File: src/rtl/snp_pkg.sv
package snp_pkg;
  typedef enum logic [1:0] {
    SPC_NONE  = 2'd0,
    SPC_WB    = 2'd1,
    SPC_FLUSH = 2'd2,
    SPC_INV   = 2'd3
  } spc_kind_e;

  typedef enum logic [1:0] {
    ST_IDLE = 2'd0,
    ST_WB   = 2'd1,
    ST_SPC  = 2'd2
  } ctl_state_e;
endpackage

File: src/rtl/snp_tag_store.sv
module snp_tag_store #(
  parameter int IDX_W = 4,
  parameter int TAG_W = 8,
  parameter int WAYS  = 4,
  localparam int SETS   = 1 << IDX_W,
  localparam int WAY_W  = $clog2(WAYS),
  localparam int LINE_W = IDX_W + TAG_W
) (
  input  logic              clk,
  input  logic              rst,
  input  logic [LINE_W-1:0] lk_line,
  output logic              lk_hit,
  output logic              lk_mod,
  output logic [WAY_W-1:0]  lk_way,
  input  logic              fill_en,
  input  logic [LINE_W-1:0] fill_line,
  input  logic [WAY_W-1:0]  fill_way,
  input  logic              fill_dirty,
  input  logic              upd_en,
  input  logic [IDX_W-1:0]  upd_set,
  input  logic [WAY_W-1:0]  upd_way,
  input  logic              upd_clr_valid,
  input  logic              flush_en
);
  logic [TAG_W-1:0] tag_mem [SETS][WAYS];
  logic [WAYS-1:0]  vld_q [SETS];
  logic [WAYS-1:0]  mod_q [SETS];
  logic [WAYS-1:0]  match;

  logic [IDX_W-1:0] lk_set;
  logic [TAG_W-1:0] lk_tag;
  logic [IDX_W-1:0] fill_set;
  logic [TAG_W-1:0] fill_tag;

  assign lk_set   = lk_line[IDX_W-1:0];
  assign lk_tag   = lk_line[LINE_W-1:IDX_W];
  assign fill_set = fill_line[IDX_W-1:0];
  assign fill_tag = fill_line[LINE_W-1:IDX_W];

  for (genvar w = 0; w < WAYS; w++) begin : g_cmp
    assign match[w] = vld_q[lk_set][w] && (tag_mem[lk_set][w] == lk_tag);
  end

  always_comb begin
    lk_way = '0;
    for (int w = WAYS - 1; w >= 0; w--) begin
      if (match[w]) lk_way = WAY_W'(w);
    end
  end

  assign lk_hit = |match;
  assign lk_mod = lk_hit && mod_q[lk_set][lk_way];

  // Tag storage: plain write port, no reset
  always_ff @(posedge clk) begin
    if (fill_en) tag_mem[fill_set][fill_way] <= fill_tag;
  end

  always_ff @(posedge clk) begin
    if (rst || flush_en) begin
      for (int s = 0; s < SETS; s++) begin
        vld_q[s] <= '0;
        mod_q[s] <= '0;
      end
    end else begin
      if (upd_en) begin
        mod_q[upd_set][upd_way] <= 1'b0;
        if (upd_clr_valid) vld_q[upd_set][upd_way] <= 1'b0;
      end
      if (fill_en) begin
        vld_q[fill_set][fill_way] <= 1'b1;
        mod_q[fill_set][fill_way] <= fill_dirty;
      end
    end
  end


  fill_excl_chk: assert property (@(posedge clk) disable iff (rst)
    fill_en |-> !(upd_en || flush_en));

  for (genvar s = 0; s < SETS; s++) begin : g_state_chk

    dirty_valid_chk: assert property (@(posedge clk) disable iff (rst)
      (mod_q[s] & ~vld_q[s]) == '0);
  end
endmodule

File: src/rtl/snp_ctrl.sv
module snp_ctrl
  import snp_pkg::*;
#(
  parameter int AW    = 16,
  parameter int IDX_W = 4,
  parameter int TAG_W = 8,
  parameter int WAYS  = 4,
  localparam int WAY_W  = $clog2(WAYS),
  localparam int LINE_W = IDX_W + TAG_W
) (
  input  logic              clk,
  input  logic              rst,
  input  logic              snp_valid,
  input  logic [LINE_W-1:0] snp_line,
  input  logic              snp_inv,
  input  logic              lk_hit,
  input  logic              lk_mod,
  input  logic [WAY_W-1:0]  lk_way,
  input  logic              flush_req,
  input  logic              fill_req,
  input  logic              wb_ack,
  input  logic              rdy,
  input  logic              brdy,
  output logic              busy,
  output logic              snp_rsp,
  output logic              snp_hit,
  output logic              snp_hitm,
  output logic              wb_req,
  output logic [LINE_W-1:0] wb_line,
  output logic              spc_valid,
  output logic [1:0]        spc_kind,
  output logic [AW-1:0]     spc_addr,
  output logic              upd_en,
  output logic [IDX_W-1:0]  upd_set,
  output logic [WAY_W-1:0]  upd_way,
  output logic              upd_clr_valid,
  output logic              flush_en,
  output logic              fill_go
);
  ctl_state_e       state_q;
  spc_kind_e        kind_q;
  logic             rsp_q, hit_q, hitm_q, inv_q;
  logic [WAY_W-1:0] way_q;
  logic [LINE_W-1:0] line_q;

  logic idle, accept, clean_inv, wb_done, spc_done;

  assign idle      = (state_q == ST_IDLE);
  assign accept    = idle && snp_valid;
  assign flush_en  = idle && !snp_valid && flush_req;
  assign fill_go   = idle && !snp_valid && !flush_req && fill_req;
  assign clean_inv = accept && snp_inv && lk_hit && !lk_mod;
  assign wb_done   = (state_q == ST_WB) && wb_ack;
  assign spc_done  = (state_q == ST_SPC) && (rdy || brdy);

  // Array update: immediate for clean invalidate, deferred for write-back
  assign upd_en        = clean_inv || wb_done;
  assign upd_set       = wb_done ? line_q[IDX_W-1:0] : snp_line[IDX_W-1:0];
  assign upd_way       = wb_done ? way_q : lk_way;
  assign upd_clr_valid = wb_done ? inv_q : 1'b1;

  always_ff @(posedge clk) begin
    if (rst) begin
      state_q <= ST_IDLE;
      kind_q  <= SPC_NONE;
      rsp_q   <= 1'b0;
      hit_q   <= 1'b0;
      hitm_q  <= 1'b0;
      inv_q   <= 1'b0;
      way_q   <= '0;
      line_q  <= '0;
    end else begin
      rsp_q <= accept;
      unique case (state_q)
        ST_IDLE: begin
          if (accept) begin
            hit_q  <= lk_hit;
            hitm_q <= lk_mod;
            inv_q  <= snp_inv;
            way_q  <= lk_way;
            line_q <= snp_line;
            if (lk_mod) begin
              state_q <= ST_WB;
            end else if (clean_inv) begin
              state_q <= ST_SPC;
              kind_q  <= SPC_INV;
            end
          end else if (flush_en) begin
            state_q <= ST_SPC;
            kind_q  <= SPC_FLUSH;
          end
        end
        ST_WB: begin
          if (wb_ack) begin
            state_q <= ST_SPC;
            kind_q  <= inv_q ? SPC_INV : SPC_WB;
          end
        end
        ST_SPC: begin
          if (spc_done) begin
            state_q <= ST_IDLE;
            kind_q  <= SPC_NONE;
          end
        end
        default: state_q <= ST_IDLE;
      endcase
    end
  end

  assign busy      = !idle;
  assign snp_rsp   = rsp_q;
  assign snp_hit   = hit_q;
  assign snp_hitm  = hitm_q;
  assign wb_req    = (state_q == ST_WB);
  assign wb_line   = line_q;
  assign spc_valid = (state_q == ST_SPC);
  assign spc_kind  = kind_q;
  assign spc_addr  = {{(AW-4){1'b0}}, kind_q, 2'b00};


  wb_hold_chk: assert property (@(posedge clk) disable iff (rst)
    (wb_req && !wb_ack) |=> (wb_req && $stable(wb_line)));


  wb_start_chk: assert property (@(posedge clk) disable iff (rst)
    $rose(wb_req) |-> (snp_rsp && snp_hitm));


  spc_hold_chk: assert property (@(posedge clk) disable iff (rst)
    (spc_valid && !(rdy || brdy)) |=> (spc_valid && $stable(spc_addr)));


  rsp_accept_chk: assert property (@(posedge clk) disable iff (rst)
    snp_rsp |-> ($past(snp_valid) && !$past(busy)));


  miss_quiet_chk: assert property (@(posedge clk) disable iff (rst)
    (snp_rsp && !snp_hit) |-> !busy);
endmodule

File: src/rtl/snoop_inval_ctl.sv
module snoop_inval_ctl #(
  parameter int AW    = 16,
  parameter int OFF_W = 4,
  parameter int IDX_W = 4,
  parameter int WAYS  = 4,
  localparam int TAG_W  = AW - OFF_W - IDX_W,
  localparam int LINE_W = AW - OFF_W,
  localparam int WAY_W  = $clog2(WAYS)
) (
  input  logic              clk,
  input  logic              rst,
  input  logic              snp_valid,
  input  logic [LINE_W-1:0] snp_line,
  input  logic              snp_inv,
  input  logic              fill_en,
  input  logic [LINE_W-1:0] fill_line,
  input  logic [WAY_W-1:0]  fill_way,
  input  logic              fill_dirty,
  input  logic              flush_req,
  input  logic              wb_ack,
  input  logic              rdy,
  input  logic              brdy,
  output logic              busy,
  output logic              snp_rsp,
  output logic              snp_hit,
  output logic              snp_hitm,
  output logic              wb_req,
  output logic [LINE_W-1:0] wb_line,
  output logic              spc_valid,
  output logic [1:0]        spc_kind,
  output logic [AW-1:0]     spc_addr
);
  logic             lk_hit, lk_mod;
  logic [WAY_W-1:0] lk_way;
  logic             upd_en, upd_clr_valid, flush_en, fill_go;
  logic [IDX_W-1:0] upd_set;
  logic [WAY_W-1:0] upd_way;

  snp_tag_store #(.IDX_W(IDX_W), .TAG_W(TAG_W), .WAYS(WAYS)) u_store (
    .clk           (clk),
    .rst           (rst),
    .lk_line       (snp_line),
    .lk_hit        (lk_hit),
    .lk_mod        (lk_mod),
    .lk_way        (lk_way),
    .fill_en       (fill_go),
    .fill_line     (fill_line),
    .fill_way      (fill_way),
    .fill_dirty    (fill_dirty),
    .upd_en        (upd_en),
    .upd_set       (upd_set),
    .upd_way       (upd_way),
    .upd_clr_valid (upd_clr_valid),
    .flush_en      (flush_en)
  );

  snp_ctrl #(.AW(AW), .IDX_W(IDX_W), .TAG_W(TAG_W), .WAYS(WAYS)) u_ctrl (
    .clk           (clk),
    .rst           (rst),
    .snp_valid     (snp_valid),
    .snp_line      (snp_line),
    .snp_inv       (snp_inv),
    .lk_hit        (lk_hit),
    .lk_mod        (lk_mod),
    .lk_way        (lk_way),
    .flush_req     (flush_req),
    .fill_req      (fill_en),
    .wb_ack        (wb_ack),
    .rdy           (rdy),
    .brdy          (brdy),
    .busy          (busy),
    .snp_rsp       (snp_rsp),
    .snp_hit       (snp_hit),
    .snp_hitm      (snp_hitm),
    .wb_req        (wb_req),
    .wb_line       (wb_line),
    .spc_valid     (spc_valid),
    .spc_kind      (spc_kind),
    .spc_addr      (spc_addr),
    .upd_en        (upd_en),
    .upd_set       (upd_set),
    .upd_way       (upd_way),
    .upd_clr_valid (upd_clr_valid),
    .flush_en      (flush_en),
    .fill_go       (fill_go)
  );
endmodule

File: config.mk
export PLATFORM = sky130hd
export DESIGN_NAME = snoop_inval_ctl
export DESIGN_NICKNAME = d
export VERILOG_FILES = /design/src/rtl/snp_pkg.sv /design/src/rtl/snp_tag_store.sv /design/src/rtl/snp_ctrl.sv /design/src/rtl/snoop_inval_ctl.sv
export SDC_FILE = /design/constraint.sdc
export NUM_CORES = 1
export LEC_CHECK = 0
export CORE_ASPECT_RATIO = 0.5
export CORE_MARGIN = 3
export CORE_UTILIZATION = 30
export CTS_BUF_LIST = sky130_fd_sc_hd__clkbuf_8
export CTS_CLUSTER_DIAMETER = 100
export DETAILED_ROUTE_END_ITERATION = 16
export GPL_TIMING_DRIVEN = 0
export PLACE_DENSITY_LB_ADDON = 0.12
export SLEW_MARGIN = 20
export SYNTH_ARGS = -nofsm -noshare
export SYNTH_HDL_FRONTEND = slang
export SYNTH_SLANG_ARGS = --single-unit
File: constraint.sdc
create_clock -name clk -period 3.8 [get_ports clk]
set_input_delay 0.38 -clock clk [delete_from_list [all_inputs] [get_ports clk]]
set_output_delay 0.38 -clock clk [all_outputs]
set_load 0.005 [all_outputs]
== Word-level counts from Yosys, hierarchy flattened ==
Memories as Yosys holds them, arrays and structs flattened.
Cells that the tools add are included.

* Memory bits (writable): 640
* Memories: 3
* Output and inout bits: 36
* Flip-flop bits (word level): 22
* Logic and storage cells: 119

* Bitwise logic cells: 1
* Magnitude comparators: 7
* Reduce and logical (&&, ||, !) cells: 35
* Equality and inequality tests: 12
* Muxes and demuxes: 53

{| class="wikitable"
|+ Memories
! name !! depth !! bits a word !! rd ports !! clocked after Yosys merged registers in !! wr ports !! line !! text
|-
| u_store.tag_mem || 16 || 32 || 1 || 0 || 1 || snp_tag_store.sv:25 || <nowiki>logic [TAG_W-1:0] tag_mem [SETS][WAYS];</nowiki>
|-
| u_store.mod_q || 16 || 4 || 1 || 0 || 16 || snp_tag_store.sv:27 || <nowiki>logic [WAYS-1:0] mod_q [SETS];</nowiki>
|-
| u_store.vld_q || 16 || 4 || 1 || 0 || 16 || snp_tag_store.sv:26 || <nowiki>logic [WAYS-1:0] vld_q [SETS];</nowiki>
|}

{| class="wikitable"
|+ Operators with widths
! operator !! number
|-
| $mux 4 || 16
|-
| $eq 8x8->1 || 4
|-
| $mux 2 || 16
|-
| $mux 32 || 1
|-
| $reduce_or 4->1 || 5
|-
| $logic_and 1x1->1 || 18
|-
| $demux 8 s2 || 1
|-
| $mux 1 || 13
|-
| $pmux 2 s3 || 2
|-
| $lt 2x3->1 const B || 3
|-
| $ne 3x3->1 const B || 3
|-
| $mux 8 || 1
|-
| $reduce_and 6->1 || 1
|-
| $demux 1 s2 || 2
|-
| $ge 2x1->1 const B || 2
|-
| $logic_not 1->1 || 4
|-
| $ne 4x3->1 const B || 1
|-
| $reduce_and 4->1 || 1
|-
| $ge 3x3->1 const B || 1
|-
| $logic_or 1x1->1 || 3
|-
| $lt 3x1->1 const B || 1
|-
| $not 2->3 || 1
|-
| $reduce_bool 3->1 || 1
|-
| $bmux 1 s2 || 1
|-
| other kinds (6) || 6
|}

== Longest topological paths before layout ==
Gate-level depths: netlist of run 1.
An unclocked memory read counts as a cell.

* Word-level depth: 19
* Gate-level depth with buffers: 18

== Cells and area by module ==
From an unflattened synthesis of run 1, not the netlist that was laid out.

* Cell total of the unflattened synthesis: 1739
* Area total of the unflattened synthesis: 27839.2 µm²

{| class="wikitable"
|+ By module, submodules not included
! module !! cells each !! area each (µm²) !! seq. area each (µm²) !! instances
|-
| snp_tag_store || 1594 || 26699.4 || 18577.8 || 1
|-
| snp_ctrl || 145 || 1139.8 || 440.4 || 1
|}

== Least setup slack after synthesis of run 1 ==
OpenSTA, ideal clock, no wires.

* Kind: input to register
* Start point: in snp_line[2]
* End point: mem u_store.vld_q[10][3], enable pin
* Stages on the path: 15
* Slack: -164 ps
* Arrival time: 3653 ps
* Path buffers: 6
* Cells stage by stage: buf_2 > buf_2 > buf_2 > buf_2 > buf_2 > mux4_2 > mux4_2 > a2111oi_0 > nand3_1 > mux2i_1 > and2_1 > a31oi_2 > a21o_1 > buf_2 > o21ai_0

{| class="wikitable"
|+ RTL lines
! element !! line !! text
|-
| start, declared || snoop_inval_ctl.sv:13 || <nowiki>input logic [LINE_W-1:0] snp_line,</nowiki>
|-
| end, declared || snp_tag_store.sv:26 ||
|}

==> impl_metrics.json, run 1 <==
{
  "timing.setup.critical_path_class": "primary input to flop",
  "worst_hold_slack_ns": 0.141,
  "drt.antenna.violating_nets": 0,
  "post_route_drc_violation_count": 0,
  "drt-wirelength-per-cell_um": 30.7,
  "core-area_um2": 94100,
  "dp_hpwl_um": 66900,
  "tritoncts_num_sinks": 662,
  "io-pin-count": 72,
  "synthToLayoutAreaGrowth_pct": 21.3,
  "io_buffers": 49,
  "tightestPinTransition_ns": 1.17,
  "globalRoute.totalOverflow": 0,
  "setup_repair_after_global_routing_missed_its_margin": "true",
  "cp_data_arrival_time_ns": 4.56,
  "placed_area_um2": 31100,
  "insertion_delay_to_the_later_sink_of_the_worst_skew_pair_ns": 0.79,
  "initialDrtViolationCount": 1643,
  "largest_net_degree_at_the_start_of_global_routing": 65,
  "grt.total_usage": 0.206,
  "vias": 18100,
  "number_of_synthesized_flops_with_an_enable_pin": 640,
  "grt_first_pass_wirelength_um": 143000,
  "mostFrequentLayoutCell": "edfxtp_1",
  "worst-path-max-fanout": 10,
  "maxCapViolCount": 0,
  "final.min_clock_period_ns": 4.08,
  "setup-violations-final": 183,
  "clk_pin_slew_worst_paths_ns": 0.08,
  "commonest_cells_after_routing_fill_and_taps_aside": "edfxtp_1 (640), clkbuf_8 (121), nor2_1 (120), mux4_2 (114), mux2i_1 (104)",
  "std_cell_rows": 79,
  "maxClockFrequency_ghz": 0.245,
  "power_density_nw_per_um2": 444,
  "synth-seq-area-share": 0.683,
  "seqCellArea_um2": 19700,
  "final.setup.worst_slack_ns": -0.276,
  "synth_area_leaders": "edfxtp_1 (67%), mux4_2 (8.9%), mux2i_1 (3.8%), nor2_1 (2.4%), mux2_2 (1.7%)",
  "worst_slew_margin_rel": 0.220,
  "synthesis.instances": 1833,
  "totalWireLength_um": 104000,
  "clock_buffer_count_from_cts": 101,
  "power.leakage_nw": 11.5,
  "placedCellCount": 3154,
  "cts.path.max_buffers": 3,
  "synth.ff_latch_count": 662,
  "final_nets": 2092,
  "fraction_of_final_layout_cells_sized_beyond_drive_strength_1": 0.333,
  "fp.dieW_um": 444,
  "floorplan.die.height_um": 225,
  "vdd_drop_max_uv": 205,
  "avgViaCountPerCell": 5.34,
  "cts_tree": "built",
  "slew_violations": 0,
  "synthesis.area_um2": 28800,
  "fill_cells": 8951,
  "layout.cell_area.non_filler_um2": 34900,
  "cp.required_ns": 4.29,
  "avgSynthCellArea_um2": 15.7,
  "final_cell_count_no_fill": 3383,
  "synth.lib_cells_used.distinct": 81,
  "fin_skew_ns": 0.0356,
  "via_count_of_the_first_global_routing_pass": 17700,
  "synthesis.yosys.warnings": 0,
  "multi_input_area_um2": 9380,
  "violated_checks": "setup timing",
  "holdCritPathClass": "primary input to flop",
  "worstSetupEndpointType": "flop",
  "final_min_period_over_clock_period": 1.07,
  "design.die.area_um2": 100000,
  "post-synth-top-area-cell": "edfxtp_1",
  "async_s_r_ff_share_synth": 0,
  "synth_flop_cell": "edfxtp_1",
  "ctsHtreeMaxLevel": 3,
  "start_util": 0.306,
  "kind_of_start_point_of_the_critical_path": "primary input",
  "root_buffer_selected_by_cts": "clkbuf_8",
  "synth_top_area_frac": 0.667,
  "fin_util": 0.371,
  "dp_slack_ns": -2.42,
  "outcome": "finished with violations",
  "drt_pass1_iterations": 6,
  "gpl.final_weighted_congestion": 0.857,
  "number_of_antenna_violations_at_the_first_check_in_global_routing": 2,
  "hold_viol_final": 0
}
==> critical path: stages <==
cell and delay, ns:
buf_2 0.34, buf_2 0.49, buf_4 0.39, mux2i_2 0.48, xnor2_1 0.11, nand2_1 0.10
o2111ai_2 0.12, or4_4 0.65, a22oi_2 0.26, o21ai_1 0.09, a221o_2 0.50, a21boi_4 0.23
buf_12 0.16, clkbuf_16 0.15, nor3_2 0.04
==> layer usage <==
layer	track usage	routed length, um
met5	0	0
met4	0.0473	2080
met3	0.0371	6140
met2	0.327	47800
met1	0.296	48000
==> cells by family after synthesis <==
kind of cell | after synthesis | synth area share
other cells | 1 | 0.000130
xor+xnor | 31 | 0.00943
mux | 265 | 0.144
flops | 662 | 0.683
fa+ha+maj | 4 | 0.00174
compound gates | 283 | 0.0649
buf+inv | 155 | 0.0279
simple gates | 432 | 0.0697
==> Yosys cell counts (4+ instances only) <==
master and instances:
a211oi_1 4, a21oi_1 47, a21oi_2 20, a221oi_1 19, a22o_1 8, a22oi_1 10, a31oi_1 4, and2_1 9
and3_1 4, buf_1 10, buf_2 33, buf_4 24, buf_6 12, clkbuf_1 65, dfxtp_1 22, edfxtp_1 640
ha_1 4, inv_1 8, mux2_2 43, mux2i_1 108, mux4_2 114, nand2_1 99, nand2b_1 6, nand3_1 18
nand3b_1 4, nand4_1 6, nor2_1 181, nor2b_1 17, nor3_1 49, nor3_2 10, nor3b_1 4, nor4_1 4
o21a_1 10, o21ai_0 85, o21ai_1 23, o22ai_1 19, or3_1 4, xnor2_1 21, xor2_1 10
==> where the power goes <==
part | switching (mW) | internal [mW]
registers | 0.0346 | 8.10
logic | 0.983 | 0.563
clock network | 2.94 | 2.86
total | 3.96 | 11.5
==> layout make-up <==
type,instances,share of cell area
plain buffers,142,0.0316
inverters,11,0.00133
clock buffers,121,0.0477
multi-input cells,1029,0.269
repair buffers,105,0.0358
clock inverters,55,0.00663
flip-flops and latches,662,0.563
well taps,1255,0.0450
diodes,3,0.000215
==> worst paths after layout <==
path / from / to / slack [ns] / cells past startpoint
max: snp_line[3] / u_store.mod_q[15][1]$_SDFFCE_PN0P_ / -0.28 / 15
min: fill_line[4] / u_store.tag_mem[5][0]$_DFFE_PP_ / 0.14 / 1
max reg2reg: u_store.tag_mem[15][9]$_DFFE_PP_ / u_store.mod_q[15][1]$_SDFFCE_PN0P_ / -0.24 / 12
min reg2reg: u_ctrl.wb_line[4]$_SDFFE_PP0P_ / u_ctrl.wb_line[4]$_SDFFE_PP0P_ / 0.45 / 2
==> repair_timing <==
| action | 4_1_cts | 5_1_grt |
|---|---|---|
| endpoints found under the setup margin | 264 | 270 |
| hold buffers | 3 | 0 |
| resized for setup | 218 | 235 |
| pin swaps | 18 | 63 |
| setup buffers | 25 | 16 |
| cloned | 5 | 8 |
| hold endpoints to repair | 23 | 0 |
==> sequential cells by signal, summed over array words and instances (netlist names), 2 cells and up <==
signal	cells
u_store.mod_q	64
u_ctrl.way_q	2
u_ctrl.state_q	2
u_store.tag_mem	512
u_ctrl.spc_kind	2
u_ctrl.wb_line	12
u_store.vld_q	64
==> per-stage QoR <==
stage	total power [mW]	TNS [ns]
2_1_floorplan	9.03	-0.00193
3_3_place_gp	9.67	-528.08
3_5_place_dp	9.67	-525.04
4_1_cts	15.5	-21.61
5_1_grt	16.0	-35.96
6_report	15.5	-27.92
Power figures use the tool's default switching activity.
==> run 2, diff against run 1 <==
--- a/config.mk
+++ b/config.mk
@@ -10,6 +10,7 @@
 export CORE_UTILIZATION = 30
 export CTS_BUF_LIST = sky130_fd_sc_hd__clkbuf_8
 export CTS_CLUSTER_DIAMETER = 100
+export CTS_CLUSTER_SIZE = 16
 export DETAILED_ROUTE_END_ITERATION = 16
 export GPL_TIMING_DRIVEN = 0
 export PLACE_DENSITY_LB_ADDON = 0.12
==> run 2 against run 1 <==
The flow still finishes with violations (setup timing). Final cell count down 2.7%. Worst setup slack worse by 0.019 ns. Non-clock buffer count shrank 1. Flip-flop and latch count unchanged. Via count is 1.8% lower. First-iteration DRC count rose by 5.4%. Core utilization down 1.2 points. Fmax decreased by 0.45%. Clock-buffer cell count is 73 lower.
==> impl_metrics.json, run 2 (same netlist as run 1, synthesis figures left out) <==
{
  "vias": 17700,
  "fin_total_pwr_mw": 13.4,
  "layout.cell_area.non_filler_um2": 33800,
  "seqPwrFrac": 0.605,
  "post_route_drc_violation_count": 0,
  "violated_checks": "setup timing",
  "initialDrtViolationCount": 1731,
  "cp_data_arrival_time_ns": 4.54,
  "largest_register": "u_store.tag_mem",
  "worst-path-max-fanout": 10,
  "std_cell_rows": 79,
  "dp_hpwl_um": 66900,
  "setup_total_negative_slack_ns": -27.09,
  "placedCellCount": 3154,
  "commonest_cells_after_routing_fill_and_taps_aside": "edfxtp_1 (640), nor2_1 (121), mux4_2 (114), mux2i_1 (104), nand2_1 (80)",
  "maxClockFrequency_ghz": 0.244,
  "grt_first_pass_wirelength_um": 141000,
  "power.share.clock": 0.278,
  "maxCapViolCount": 0,
  "start_util": 0.306,
  "cellInternalPower_mw": 9.87,
  "net_sw_frac": 0.265,
  "fraction_of_final_layout_cells_sized_beyond_drive_strength_1": 0.306,
  "grt.total_usage": 0.203,
  "totalWireLength_um": 103000,
  "worstSetupEndpointType": "flop",
  "setup-violations-final": 149,
  "clk_pin_slew_worst_paths_ns": 0.11,
  "ctsHtreeMaxLevel": 2,
  "tightestPinTransition_ns": 1.19,
  "critical_path.reg2reg.endpoint": "u_store.vld_q[14][1]$_SDFFCE_PN0P_",
  "combPwrFrac": 0.117,
  "drt.antenna.violating_nets": 0,
  "outcome": "finished with violations",
  "clock_buffer_count_from_cts": 47,
  "final_nets": 2037,
  "hold_viol_final": 0,
  "mostFrequentLayoutCell": "edfxtp_1",
  "kind_of_start_point_of_the_critical_path": "primary input",
  "power.leakage_nw": 10.9,
  "avgViaCountPerCell": 5.38,
  "synthToLayoutAreaGrowth_pct": 17.4,
  "final.min_clock_period_ns": 4.09,
  "tritoncts_num_sinks": 662,
  "layout_top_registers": "u_store.tag_mem: 512 flops, u_store.mod_q: 64 flops, u_store.vld_q: 64 flops",
  "timing.reg2reg.worst_path_depth": 13,
  "worst_hold_slack_ns": 0.176,
  "worst_slew_margin_rel": 0.201,
  "fp.dieW_um": 444,
  "cts_tree": "built",
  "timing.setup.critical_path_class": "primary input to flop",
  "cp.required_ns": 4.25,
  "design.die.area_um2": 100000,
  "fin_skew_ns": 0.0289,
  "globalRoute.totalOverflow": 0,
  "holdCritPathClass": "primary input to flop",
  "root_buffer_selected_by_cts": "clkbuf_8",
  "power_density_nw_per_um2": 397,
  "min_delay_path_depth": 2,
  "core-area_um2": 94100,
  "largest_register_ffs": 512,
  "worst_hold_startpoint": "fill_line[8]",
  "final.setup.worst_slack_ns": -0.294,
  "largest_net_degree_at_the_start_of_global_routing": 65,
  "placed_area_um2": 31100,
  "io-pin-count": 72,
  "floorplan.die.height_um": 225,
  "p_sw_mw": 3.56,
  "io_buffers": 49,
  "cts.path.max_buffers": 3,
  "via_count_of_the_first_global_routing_pass": 17200,
  "number_of_antenna_violations_at_the_first_check_in_global_routing": 2,
  "gpl.final_weighted_congestion": 0.857,
  "slew_violations": 0,
  "setup_repair_after_global_routing_missed_its_margin": "true",
  "final_min_period_over_clock_period": 1.08,
  "hold_end": "u_store.tag_mem[11][12]$_DFFE_PP_",
  "final_cell_count_no_fill": 3293,
  "insertion_delay_to_the_later_sink_of_the_worst_skew_pair_ns": 0.73,
  "drt_pass1_iterations": 7,
  "r2r_slack_ns": -0.28,
  "r2r-start": "u_store.tag_mem[15][10]$_DFFE_PP_",
  "drt-wirelength-per-cell_um": 31.4,
  "vdd_drop_max_uv": 208
}
==> run 2: cell count changes in the layout (fill, tap and decap cells not counted), moves of 6 or more <==
cell      before  now
clkbuf_8     121   49
clkinv_1      16    1
a21oi_4        5   13
o21ai_2       62   55
inv_1         39   45
o21ai_0       19   25
==> run 2: how the worst max path moves through the flow <==
stage	slack, ns	end	startpoint
4_1_cts	-0.24	u_store.vld_q[3][1]$_SDFFCE_PN0P_	u_store.tag_mem[7][9]$_DFFE_PP_
3_3_place_gp	-2.38	u_store.vld_q[9][3]$_SDFFCE_PN0P_	snp_line[3]
2_1_floorplan	-0.0003	u_store.mod_q[15][0]$_SDFFCE_PN0P_	snp_line[0]
6_report	-0.29	u_store.vld_q[14][1]$_SDFFCE_PN0P_	snp_line[3]
5_1_grt	-0.38	u_store.mod_q[14][1]$_SDFFCE_PN0P_	u_store.tag_mem[15][15]$_DFFE_PP_
3_5_place_dp	-2.42	u_store.vld_q[4][3]$_SDFFCE_PN0P_	snp_line[3]
==> run 2: timing repair <==
item / CTS / global route
setup buffers: 16 / 21
pin swaps: 19 / 57
hold buffers: 3 / 0
cloned: 2 / 9
gates resized for setup: 179 / 271
endpoints found under the setup margin: 264 / 243
endpoints found under the hold margin: 13 / 0
==> run 2: layer usage <==
layer | global-route usage | vias up | routed length, um
met5 | 0 | - | 0
met4 | 0.0391 | 0 | 1950
met3 | 0.0251 | 127 | 5920
met2 | 0.328 | 577 | 48000
met1 | 0.296 | 9565 | 47500
li1 | - | 7461 | -
==> run 2: area by class of cell <==
type                            count  area, um2
Timing Repair Buffer              104       1200
Fill cell                        9088      60300
Inverter                           11       43.8
Multi-Input combinational cell   1029       9410
Clock inverter                     40        166
Tap cell                         1255       1570
Buffer                            142       1110
Clock buffer                       48        661
Sequential cell                   662      19700
Antenna cell                        2       5.00
==> run 2: worst max-delay path: stages <==
cell,delay (ns)
buf_2,0.33
clkbuf_4,0.33
buf_4,0.31
nand2_2,0.25
o22ai_1,0.32
nor3_1,0.09
nor3_1,0.22
o22ai_1,0.15
or4_4,0.66
a22oi_2,0.29
o21ai_1,0.09
a221o_2,0.50
a31oi_4,0.25
buf_12,0.15
clkbuf_16,0.15
a21oi_2,0.03
==> run 2: power groups by stage <==
stage	Clock (mW)	Combinational, mW	Sequential [mW]
2_1_floorplan	0	0.747	8.28
5_1_grt	4.07	1.65	8.14
3_5_place_dp	0	1.38	8.29
4_1_cts	3.81	1.45	8.13
6_report	3.73	1.57	8.13
3_3_place_gp	0	1.36	8.31
==> run 2: through the flow <==
step / worst slack [ns] / util
after floorplan: -0.000302 / -
after global placement: -2.38 / 0.329
after detailed placement: -2.42 / 0.331
after CTS: -0.237 / 0.347
after global routing: -0.381 / 0.359
final: -0.294 / 0.359
